--- src/rtl/sar_pkg.sv ---
package sar_pkg;

    typedef enum logic [1:0] {
        ST_IDLE  = 2'd0,
        ST_SAMP  = 2'd1,
        ST_TRIAL = 2'd2,
        ST_FIN   = 2'd3
    } sar_state_e;

    typedef struct packed {
        logic wide;   // full resolution search
        logic sh;     // sample-and-hold timing
        logic rpt;    // reconvert after completion
    } conv_mode_t;

    // cycles left for sampling once trials and completion are accounted for
    function automatic int phase_len(input int total, input int nbits);
        return total - nbits - 1;
    endfunction

endpackage

--- src/rtl/sar_ctrl.sv ---
module sar_ctrl
    import sar_pkg::*;
#(
    parameter int CHW       = 4,
    parameter int NB_HI     = 10,
    parameter int NB_LO     = 8,
    parameter int T_LO_DIR  = 49,
    parameter int T_HI_DIR  = 59,
    parameter int T_LO_SH   = 28,
    parameter int T_HI_SH   = 33,
    parameter int CNTW      = 6
) (
    input  logic             clk,
    input  logic             rst,
    input  logic             sw_start,
    input  logic             sw_stop,
    input  logic             cap_req,
    input  logic             hw_trig_sel,
    input  logic [CHW-1:0]   chan_sel,
    input  logic             res_10b,
    input  logic             rpt_mode,
    input  logic             sh_on,
    input  logic             ref_on,
    output sar_state_e       state,
    output conv_mode_t       mode,
    output logic [CHW-1:0]   chan,
    output logic             go
);

    localparam int S_LO_DIR = phase_len(T_LO_DIR, NB_LO);
    localparam int S_HI_DIR = phase_len(T_HI_DIR, NB_HI);
    localparam int S_LO_SH  = phase_len(T_LO_SH,  NB_LO);
    localparam int S_HI_SH  = phase_len(T_HI_SH,  NB_HI);

    sar_state_e      state_q;
    conv_mode_t      mode_q;
    conv_mode_t      mode_nxt;
    logic [CHW-1:0]  chan_q;
    logic [CNTW-1:0] cnt_q;
    logic            go_q;
    logic            launch;

    function automatic logic [CNTW-1:0] samp_cnt(input conv_mode_t m);
        int n;
        if (m.sh) n = m.wide ? S_HI_SH : S_LO_SH;
        else      n = m.wide ? S_HI_DIR : S_LO_DIR;
        return CNTW'(n - 1);
    endfunction

    function automatic logic [CNTW-1:0] trial_cnt(input conv_mode_t m);
        return CNTW'((m.wide ? NB_HI : NB_LO) - 1);
    endfunction

    always_comb begin
        mode_nxt.wide = res_10b & ~rpt_mode;
        mode_nxt.sh   = sh_on;
        mode_nxt.rpt  = rpt_mode;
        launch = (state_q == ST_IDLE) && ref_on && !sw_stop &&
                 (hw_trig_sel ? (cap_req && go_q) : sw_start);
    end

    always_ff @(posedge clk) begin
        if (rst) begin
            state_q <= ST_IDLE;
            mode_q  <= '0;
            chan_q  <= '0;
            cnt_q   <= '0;
            go_q    <= 1'b0;
        end else begin
            if (sw_stop)
                go_q <= 1'b0;
            else if (state_q == ST_IDLE && sw_start && ref_on)
                go_q <= 1'b1;
            else if (state_q == ST_FIN && !mode_q.rpt)
                go_q <= 1'b0;

            case (state_q)
                ST_IDLE: begin
                    if (launch) begin
                        state_q <= ST_SAMP;
                        mode_q  <= mode_nxt;
                        chan_q  <= chan_sel;
                        cnt_q   <= samp_cnt(mode_nxt);
                    end
                end
                ST_SAMP: begin
                    if (sw_stop) begin
                        state_q <= ST_IDLE;
                    end else if (cnt_q == '0) begin
                        state_q <= ST_TRIAL;
                        cnt_q   <= trial_cnt(mode_q);
                    end else begin
                        cnt_q <= cnt_q - 1'b1;
                    end
                end
                ST_TRIAL: begin
                    if (sw_stop) begin
                        state_q <= ST_IDLE;
                    end else if (cnt_q == '0) begin
                        state_q <= ST_FIN;
                    end else begin
                        cnt_q <= cnt_q - 1'b1;
                    end
                end
                ST_FIN: begin
                    if (mode_q.rpt && !sw_stop) begin
                        state_q <= ST_SAMP;
                        cnt_q   <= samp_cnt(mode_q);
                    end else begin
                        state_q <= ST_IDLE;
                    end
                end
                default: state_q <= ST_IDLE;
            endcase
        end
    end

    assign state = state_q;
    assign mode  = mode_q;
    assign chan  = chan_q;
    assign go    = go_q;

    a_r1_chan_held: assert property (@(posedge clk) disable iff (rst)
        (state_q == ST_TRIAL || state_q == ST_FIN) |-> $stable(chan_q));

    a_r6_busy_armed: assert property (@(posedge clk) disable iff (rst)
        (state_q != ST_IDLE) |-> go_q);

    a_r7_rpt_narrow: assert property (@(posedge clk) disable iff (rst)
        (state_q != ST_IDLE && mode_q.rpt) |-> !mode_q.wide);

    a_r8_stop_halts: assert property (@(posedge clk) disable iff (rst)
        (sw_stop && state_q != ST_FIN) |=> (!go_q && state_q == ST_IDLE));

    a_r10_ref_gate: assert property (@(posedge clk) disable iff (rst)
        (state_q == ST_IDLE && !go_q && !ref_on) |=> (state_q == ST_IDLE && !go_q));

endmodule

--- src/rtl/sar_approx.sv ---
module sar_approx
    import sar_pkg::*;
#(
    parameter int NB_HI = 10,
    parameter int NB_LO = 8
) (
    input  logic             clk,
    input  logic             rst,
    input  sar_state_e       state,
    input  logic             wide,
    input  logic             cmp_hi,
    output logic [NB_HI-1:0] dac_code,
    output logic [NB_HI-1:0] result,
    output logic             done
);

    localparam int SHIFT = NB_HI - NB_LO;

    logic [NB_HI-1:0] acc_q;
    logic [NB_HI-1:0] mask_q;
    logic [NB_HI-1:0] aligned;

    always_comb begin
        dac_code = (state == ST_TRIAL) ? (acc_q | mask_q) : acc_q;
        aligned  = wide ? acc_q : (acc_q >> SHIFT);
    end

    always_ff @(posedge clk) begin
        if (rst) begin
            acc_q  <= '0;
            mask_q <= '0;
            result <= '0;
            done   <= 1'b0;
        end else begin
            done <= 1'b0;
            case (state)
                ST_SAMP: begin
                    acc_q  <= '0;
                    mask_q <= {1'b1, {(NB_HI-1){1'b0}}};
                end
                ST_TRIAL: begin
                    if (cmp_hi) acc_q <= acc_q | mask_q;
                    mask_q <= mask_q >> 1;
                end
                ST_FIN: begin
                    result <= aligned;
                    done   <= 1'b1;
                end
                default: ;
            endcase
        end
    end

    a_r2_mask_onehot: assert property (@(posedge clk) disable iff (rst)
        $onehot0(mask_q));

    a_r6_done_single: assert property (@(posedge clk) disable iff (rst)
        done |=> !done);

    a_r3_upper_zero: assert property (@(posedge clk) disable iff (rst)
        (state == ST_FIN && !wide) |=> (result[NB_HI-1:NB_LO] == '0));

endmodule

--- src/rtl/sar_seq.sv ---
module sar_seq
    import sar_pkg::*;
#(
    parameter int NCH      = 12,
    parameter int NB_HI    = 10,
    parameter int NB_LO    = 8,
    parameter int T_LO_DIR = 49,
    parameter int T_HI_DIR = 59,
    parameter int T_LO_SH  = 28,
    parameter int T_HI_SH  = 33
) (
    input  logic                     clk,
    input  logic                     rst,
    input  logic                     sw_start,
    input  logic                     sw_stop,
    input  logic                     cap_req,
    input  logic                     hw_trig_sel,
    input  logic [$clog2(NCH)-1:0]   chan_sel,
    input  logic                     res_10b,
    input  logic                     rpt_mode,
    input  logic                     sh_on,
    input  logic                     ref_on,
    input  logic                     cmp_hi,
    output logic [$clog2(NCH)-1:0]   mux_sel,
    output logic [NB_HI-1:0]         dac_code,
    output logic                     ref_connect,
    output logic                     start_bit,
    output logic [NB_HI-1:0]         conv_result,
    output logic                     conv_done
);

    localparam int CHW   = $clog2(NCH);
    localparam int T_MAX = (T_HI_DIR > T_LO_DIR) ? T_HI_DIR : T_LO_DIR;
    localparam int CNTW  = $clog2(T_MAX + 1);

    sar_state_e st;
    conv_mode_t md;

    sar_ctrl #(
        .CHW(CHW), .NB_HI(NB_HI), .NB_LO(NB_LO),
        .T_LO_DIR(T_LO_DIR), .T_HI_DIR(T_HI_DIR),
        .T_LO_SH(T_LO_SH), .T_HI_SH(T_HI_SH), .CNTW(CNTW)
    ) u_ctrl (
        .clk(clk), .rst(rst),
        .sw_start(sw_start), .sw_stop(sw_stop), .cap_req(cap_req),
        .hw_trig_sel(hw_trig_sel), .chan_sel(chan_sel),
        .res_10b(res_10b), .rpt_mode(rpt_mode), .sh_on(sh_on), .ref_on(ref_on),
        .state(st), .mode(md), .chan(mux_sel), .go(start_bit)
    );

    sar_approx #(.NB_HI(NB_HI), .NB_LO(NB_LO)) u_approx (
        .clk(clk), .rst(rst),
        .state(st), .wide(md.wide), .cmp_hi(cmp_hi),
        .dac_code(dac_code), .result(conv_result), .done(conv_done)
    );

    always_ff @(posedge clk) begin
        if (rst) ref_connect <= 1'b0;
        else     ref_connect <= ref_on;
    end

    a_r10_ref_follow: assert property (@(posedge clk) disable iff (rst)
        ref_on |=> ref_connect);

endmodule

--- config.mk ---
export PLATFORM = sky130hd
export DESIGN_NAME = sar_seq
export DESIGN_NICKNAME = d
export VERILOG_FILES = /design/src/rtl/sar_pkg.sv /design/src/rtl/sar_ctrl.sv /design/src/rtl/sar_approx.sv /design/src/rtl/sar_seq.sv
export SDC_FILE = /design/constraint.sdc
export NUM_CORES = 1
export LEC_CHECK = 0
export BUFFER_PORTS_ARGS = -buffer_cell sky130_fd_sc_hd__buf_4
export CAP_MARGIN = 20
export CORE_ASPECT_RATIO = 1.2
export CORE_MARGIN = 3
export CORE_UTILIZATION = 50
export DETAILED_ROUTE_END_ITERATION = 16
export PLACE_DENSITY_LB_ADDON = 0.3
export SYNTH_ARGS = -nofsm -noshare
export SYNTH_HDL_FRONTEND = slang
export SYNTH_SLANG_ARGS = --single-unit
--- constraint.sdc ---
create_clock -name clk -period 4.1 [get_ports clk]
set_clock_uncertainty 0.15 [all_clocks]
set_input_delay 0 -clock clk [delete_from_list [all_inputs] [get_ports clk]]
set_output_delay 0 -clock clk [all_outputs]
set_load 0.01 [all_outputs]
==> results.ini, run 1 <==
[run_status]
status=finished clean

[min_path]
hold_class=in -> reg

[detailed_routing]
vias=2115
routed_wl_um=5660
dr.first_iter.drc_count=195
wire_per_inst_um=14.9
ant_nets=0
dr.pass1.iters=4
drc=0
routed_via_density=5.57

[finish]
n_antenna_cell=0
stdcell_count=380
drive_above_1_share_pct=16.4
nNetsFinal=347
design_area_um2=2930
fin_util_pct=67.1
final_cell_mix=dfxtp_1, buf_4, nor2_1
area_delta_synth_final_pct=27.0
mostFrequentLayoutCell=dfxtp_1

[clock_network]
clockBufferDepth=2
cts.sinks=48
ctsHtreeMaxLevel=2
cts_inserted_buffers=5
cts_tree=built
postCtsSetupBuffers=0
clk_latency_ns=0.30
clock-root-buffer=clkbuf_8
clk_pin_slew_worst_paths_ns=0.08

[yosys]
yosysWarnings=0
synth_area_um2=2300
yosysTopAreaCell=dfxtp_1
synth-xor-area-share_pct=0.380
ys_seq_area_share_pct=41.7
synth-simple-area-share_pct=18.6
synthCells=274
synth_compound_area_share_pct=23.4
synth_cell_types=40
syn_avg_cell_area_um2=8.41
synth_nets=297
synth_fa_ha_area_share_pct=4.35
synthMuxAreaShare_pct=6.95
synth_top_family_by_area=compound AO/OA/AOI/OAI gates
yosys.area.top_type_share_pct=41.7
synth_top_cells_by_area=dfxtp_1, mux2i_1, nor2_1, a21oi_1, a211oi_1
ys_ff_latch=48

[timing]
maxSlewViolCount=0
rsz0062_at_grt=no
clock.fmax_mhz=363
tns_ns=0
period_minus_slack_ns=2.75
relSlewSlack_pct=33.5
worstMarginPinSlew_ns=0.997
final-hold-violation-count=0
setup_violations=0
post-route-period-util_pct=67.1

[grt]
met2_usage_pct=39.2
grtUsageMet1_pct=28.2
grt_max_degree=39
top_usage_layer=met2
gr-usage-all-layers_pct=22.7
antenna_found_initial=0
grt.overflow.total=0
grt_use_met3_pct=3.78
grt_pass1_wl_um=9540
grt_pass1_vias=2034

[die]
dieHeight_um=80.4
dieArea_um2=5460
coreArea_um2=4360
ios=42
row_count=26
die_w_um=68.0
initial_core_util_pct=52.8

[power]
seqPwrFrac_pct=45.1
p_clk_share_pct=36.3
p_switching_mw=0.291
ir_worst_vdd_mv=0.255
p_total_mw=1.10
p_int_mw=0.805
leakage_nw=1.21
switching_share_pct=26.6
pwr-share-comb_pct=18.6
power.density_nw_per_um2=375

[setup_path]
endpoint_kind=flop
startpoint_type=flop
crit_start=u_ctrl.state[0]$_SDFFE_PP0P_
worstReg2RegEnd=u_ctrl.cnt_q[2]$_SDFFE_PP0P_
ff2ff_setup_slack_ns=1.35
crit_fanout=31
critPathRequiredTime_ns=4.16
cp-endpoint=u_ctrl.cnt_q[2]$_SDFFE_PP0P_
r2r-start=u_ctrl.state[0]$_SDFFE_PP0P_
reg2reg_depth=7
crit_type=reg -> reg
arrival_ns=2.82

[placement]
portBuffers=41
post_dp_cell_area_um2=2620
dp_hpwl_um=3770
gp_congestion=0.844
dp_cells=355

[run]
maxCapViolCount=0

==> power by group through the flow <==
stage	sequential (mW)	combinational, mW	clock, mW
final	0.495	0.204	0.398
after global routing	0.497	0.228	0.417
after CTS	0.495	0.202	0.402
after detailed placement	0.506	0.189	0
after global placement	0.505	0.187	0
after floorplan	0.502	0.142	0
==> synth_stat cells (all sizes together) <==
cell	number
a211oi	14
a21o	11
a21oi	29
a221o	1
a221oi	1
a22o	1
a311o	1
a31oi	2
a32oi	4
and2	1
and3	2
buf	9
clkbuf	7
dfxtp	48
ha	8
inv	11
mux2i	16
nand2	20
nand2b	2
nand3	13
nor2	39
nor2b	7
nor3	3
nor3b	2
nor4b	1
o211a	1
o21a	1
o21ai	10
o22ai	1
o311a	1
o32a	2
o32ai	2
or2	1
or4	1
xnor2	1
==> repair_timing <==
item                      in CTS  in global routing
hold buffers                  18                  0
gates resized for setup        0                  0
hold endpoints to repair      29                  0
==> per-layer routing <==
metal / wire length, um / vias to the layer above
met4: 81 / 0
met5: 0 / -
li1: - / 1072
met1: 2470 / 990
met2: 2900 / 46
met3: 212 / 7
==> final cells by class <==
cell class                      count  area, um^2
Clock buffer                        5        68.8
Clock inverter                      2        60.1
Fill cell                         366        1430
Inverter                           11        41.3
Multi-Input combinational cell    199        1240
Sequential cell                    48         961
Tap cell                           56        70.1
Timing Repair Buffer               59         488
==> cell families (layout without fill, tap and decap cells) <==
| group | count (synthesis) | in the layout |
|---|---|---|
| XOR/XNOR | 1 | 1 |
| multiplexers | 16 | 16 |
| AO/OA/AOI/OAI | 82 | 82 |
| AND/OR/NAND/NOR | 92 | 92 |
| buffers and inverters | 27 | 77 |
| flip-flops | 48 | 48 |
| adder cells (fa/ha/maj) | 8 | 8 |
==> state kept, by name, indices dropped and copies added (netlist names) <==
register	flops
ref_connect	1
u_ctrl.chan	4
u_ctrl.mode	3
u_ctrl.cnt_q	6
u_ctrl.go	1
u_approx.acc_q	10
u_approx.result	10
u_approx.mask_q	10
u_approx.done	1
u_ctrl.state	2
==> stage by stage <==
stage / hold slack (ns) / setup slack, ns
finish: 0.0717 / 1.35
global route: 0.0835 / 1.08
CTS: 0.0639 / 1.38
detailed placement: 0.0846 / 1.41
global placement: 0.0798 / 1.49
floorplan: -0.0715 / 1.84
==> critical path: stages, from the launching register on <==
cell,delay [ns]
dfxtp_1,0.34
inv_1,0.14
ha_1,0.84
nor2_1,0.22
a311o_1,0.47
nor3b_1,0.22
a211oi_1,0.07
o32ai_1,0.22
==> worst min path at each step <==
stage             from                          end  slack, ns  cells past startpoint
2_1_floorplan  sw_stop       u_ctrl.go$_SDFFE_PP0P_      -0.07                      1
3_3_place_gp    ref_on       ref_connect$_SDFF_PP0_       0.08                      2
3_5_place_dp   sw_stop       u_ctrl.go$_SDFFE_PP0P_       0.08                      2
4_1_cts        res_10b  u_ctrl.mode[2]$_SDFFE_PP0P_       0.06                      4
5_1_grt        res_10b  u_ctrl.mode[2]$_SDFFE_PP0P_       0.08                      4
6_report       res_10b  u_ctrl.mode[2]$_SDFFE_PP0P_       0.07                      4
(Power assumes the default switching activity.)
==> run 2: changes to the inputs <==
==> constraint.sdc (replaced) <==
create_clock -name clk -period 2.8 [get_ports clk]
set_clock_uncertainty 0.15 [all_clocks]
set_input_delay 0 -clock clk [delete_from_list [all_inputs] [get_ports clk]]
set_output_delay 0 -clock clk [all_outputs]
set_load 0.01 [all_outputs]
==> run 2 against run 1 <==
Via count up 2.0%; wire length increased by 0.88%; final cell count up 1.6%; power grew 32%; worst setup slack worse by 0.89 ns; maximum frequency rose by 18%; die area unchanged; hold slack got worse by 0.013 ns; critical path type unchanged; largest cell class unchanged.
==> results.ini, run 2 (synthesis gave the netlist of run 1 again) <==
[setup_path]
arrival_ns=2.38
crit_chain=inv_1 > ha_1 > o211a_1 > mux2i_1 > nor2_1 > dlygate4sd3_1
endpoint_kind=flop
startpoint_type=flop
crit_fanout=7
ff2ff_setup_slack_ns=0.46
crit_type=reg -> reg
critPathSlowestCell=dlygate4sd3_1
worstReg2RegEnd=u_ctrl.mode[1]$_SDFFE_PP0P_
critPathRequiredTime_ns=2.84
reg2reg_depth=6
slowest_delay_ns=0.58
r2r-start=u_ctrl.state[0]$_SDFFE_PP0P_

[finish]
mostFrequentLayoutCell=dfxtp_1
seq_area_um2=961
area_delta_synth_final_pct=27.0
final_cell_mix=dfxtp_1, buf_4, nor2_1
n_antenna_cell=0
design_area_um2=2930
reg.largest.list=u_approx.acc_q x10, u_approx.mask_q x10, u_approx.result x10
drive_above_1_share_pct=17.3
multi_input_area_um2=1240
nNetsFinal=352
fillers=374

[clock_network]
ctsHtreeMaxLevel=2
clk_latency_ns=0.30
cts.sinks=48
postCtsSetupBuffers=0
cts_inserted_buffers=5
clockBufferDepth=2
clock-root-buffer=clkbuf_8
cts_tree=built
clk_pin_slew_worst_paths_ns=0.09
cts_resized=0
holdBufCountCts=19

[timing]
clock.fmax_mhz=427
setup_violations=0
final-hold-violation-count=0
tns_ns=0
maxSlewViolCount=0
rsz0062_at_grt=no
period_minus_slack_ns=2.34
relSlewSlack_pct=69.4
hold_ws_ns=0.0588
post-route-period-util_pct=83.6
worstMarginPinSlew_ns=0.459

[run_status]
status=finished clean

[detailed_routing]
dr.pass1.iters=4
routed_via_density=5.59
wire_per_inst_um=14.8
dr.first_iter.drc_count=257
routed_wl_um=5710
ant_nets=0
vias=2158
drc=0

[placement]
gp_congestion=0.844
dp_hpwl_um=3990
post_dp_cell_area_um2=2650
portBuffers=41

[grt]
gr-usage-all-layers_pct=22.8
grt.overflow.total=0
grt_pass1_wl_um=9550
antenna_found_initial=0
grt_max_degree=39
grt_pass1_vias=2095

[power]
power.density_nw_per_um2=494
p_total_mw=1.45
ir_worst_vdd_mv=0.455
leakage_nw=1.22

[min_path]
hold_class=in -> reg
whs_endpoint=u_ctrl.mode[2]$_SDFFE_PP0P_
hold_depth=4
hp-start=res_10b

[die]
dieHeight_um=80.4
dieArea_um2=5460
coreArea_um2=4360
row_count=26
ios=42
die_w_um=68.0
initial_core_util_pct=52.8

[run]
maxCapViolCount=0

run 2: critical path: cells and delay by family, from the launching register on:
family | cells | cell delay (ns)
AND/OR/NAND/NOR | 1 | 0.06
adder cells (fa/ha/maj) | 1 | 0.29
flip-flops | 1 | 0.34
AO/OA/AOI/OAI | 1 | 0.43
buffers and inverters | 2 | 0.70
multiplexers | 1 | 0.26
run 2: power breakdown:
group / leakage (nW) / switching, mW / internal, mW
clock: 0.0414 / 0.239 / 0.178
sequential: 0.388 / 0.0192 / 0.703
combinational: 0.790 / 0.180 / 0.127
run 2: worst max-delay path by stage:
stage                                            start                            to  slack [ns]  depth (start not counted)
final                     u_ctrl.state[0]$_SDFFE_PP0P_   u_ctrl.mode[1]$_SDFFE_PP0P_        0.46                          6
after global routing      u_ctrl.state[0]$_SDFFE_PP0P_   u_ctrl.mode[1]$_SDFFE_PP0P_        0.38                          6
after floorplan           u_ctrl.state[1]$_SDFFE_PP0P_  u_ctrl.cnt_q[2]$_SDFFE_PP0P_        0.54                          9
after detailed placement  u_ctrl.state[1]$_SDFFE_PP0P_  u_ctrl.cnt_q[2]$_SDFFE_PP0P_        0.66                          7
after global placement    u_ctrl.state[1]$_SDFFE_PP0P_  u_ctrl.cnt_q[2]$_SDFFE_PP0P_        0.75                          7
after CTS                 u_ctrl.state[0]$_SDFFE_PP0P_   u_ctrl.mode[1]$_SDFFE_PP0P_        0.51                          6
run 2: metrics by stage:
stage          util, %  setup slack [ns]  instances
5_1_grt           67.1             0.384        386
6_report          67.1             0.460        386
4_1_cts           67.1             0.510        386
3_3_place_gp      60.7             0.746        359
2_1_floorplan        -             0.535        274
3_5_place_dp      60.7             0.664        359
run 2: final cells by class:
class	instances	area share, %
multi-input cells	199	42.3
flip-flops and latches	48	32.8
repair buffers	64	18.0
clock buffers	6	2.48
well taps	56	2.40
inverters	11	1.41
clock inverters	2	0.556
run 2: per-layer routing:
layer	up-vias	routed length (um)	global-route usage (%)
met3	8	238	3.64
met1	999	2400	26.3
met4	0	82	6.76
met2	70	2990	41.8
li1	1081	-	-
met5	-	0	0
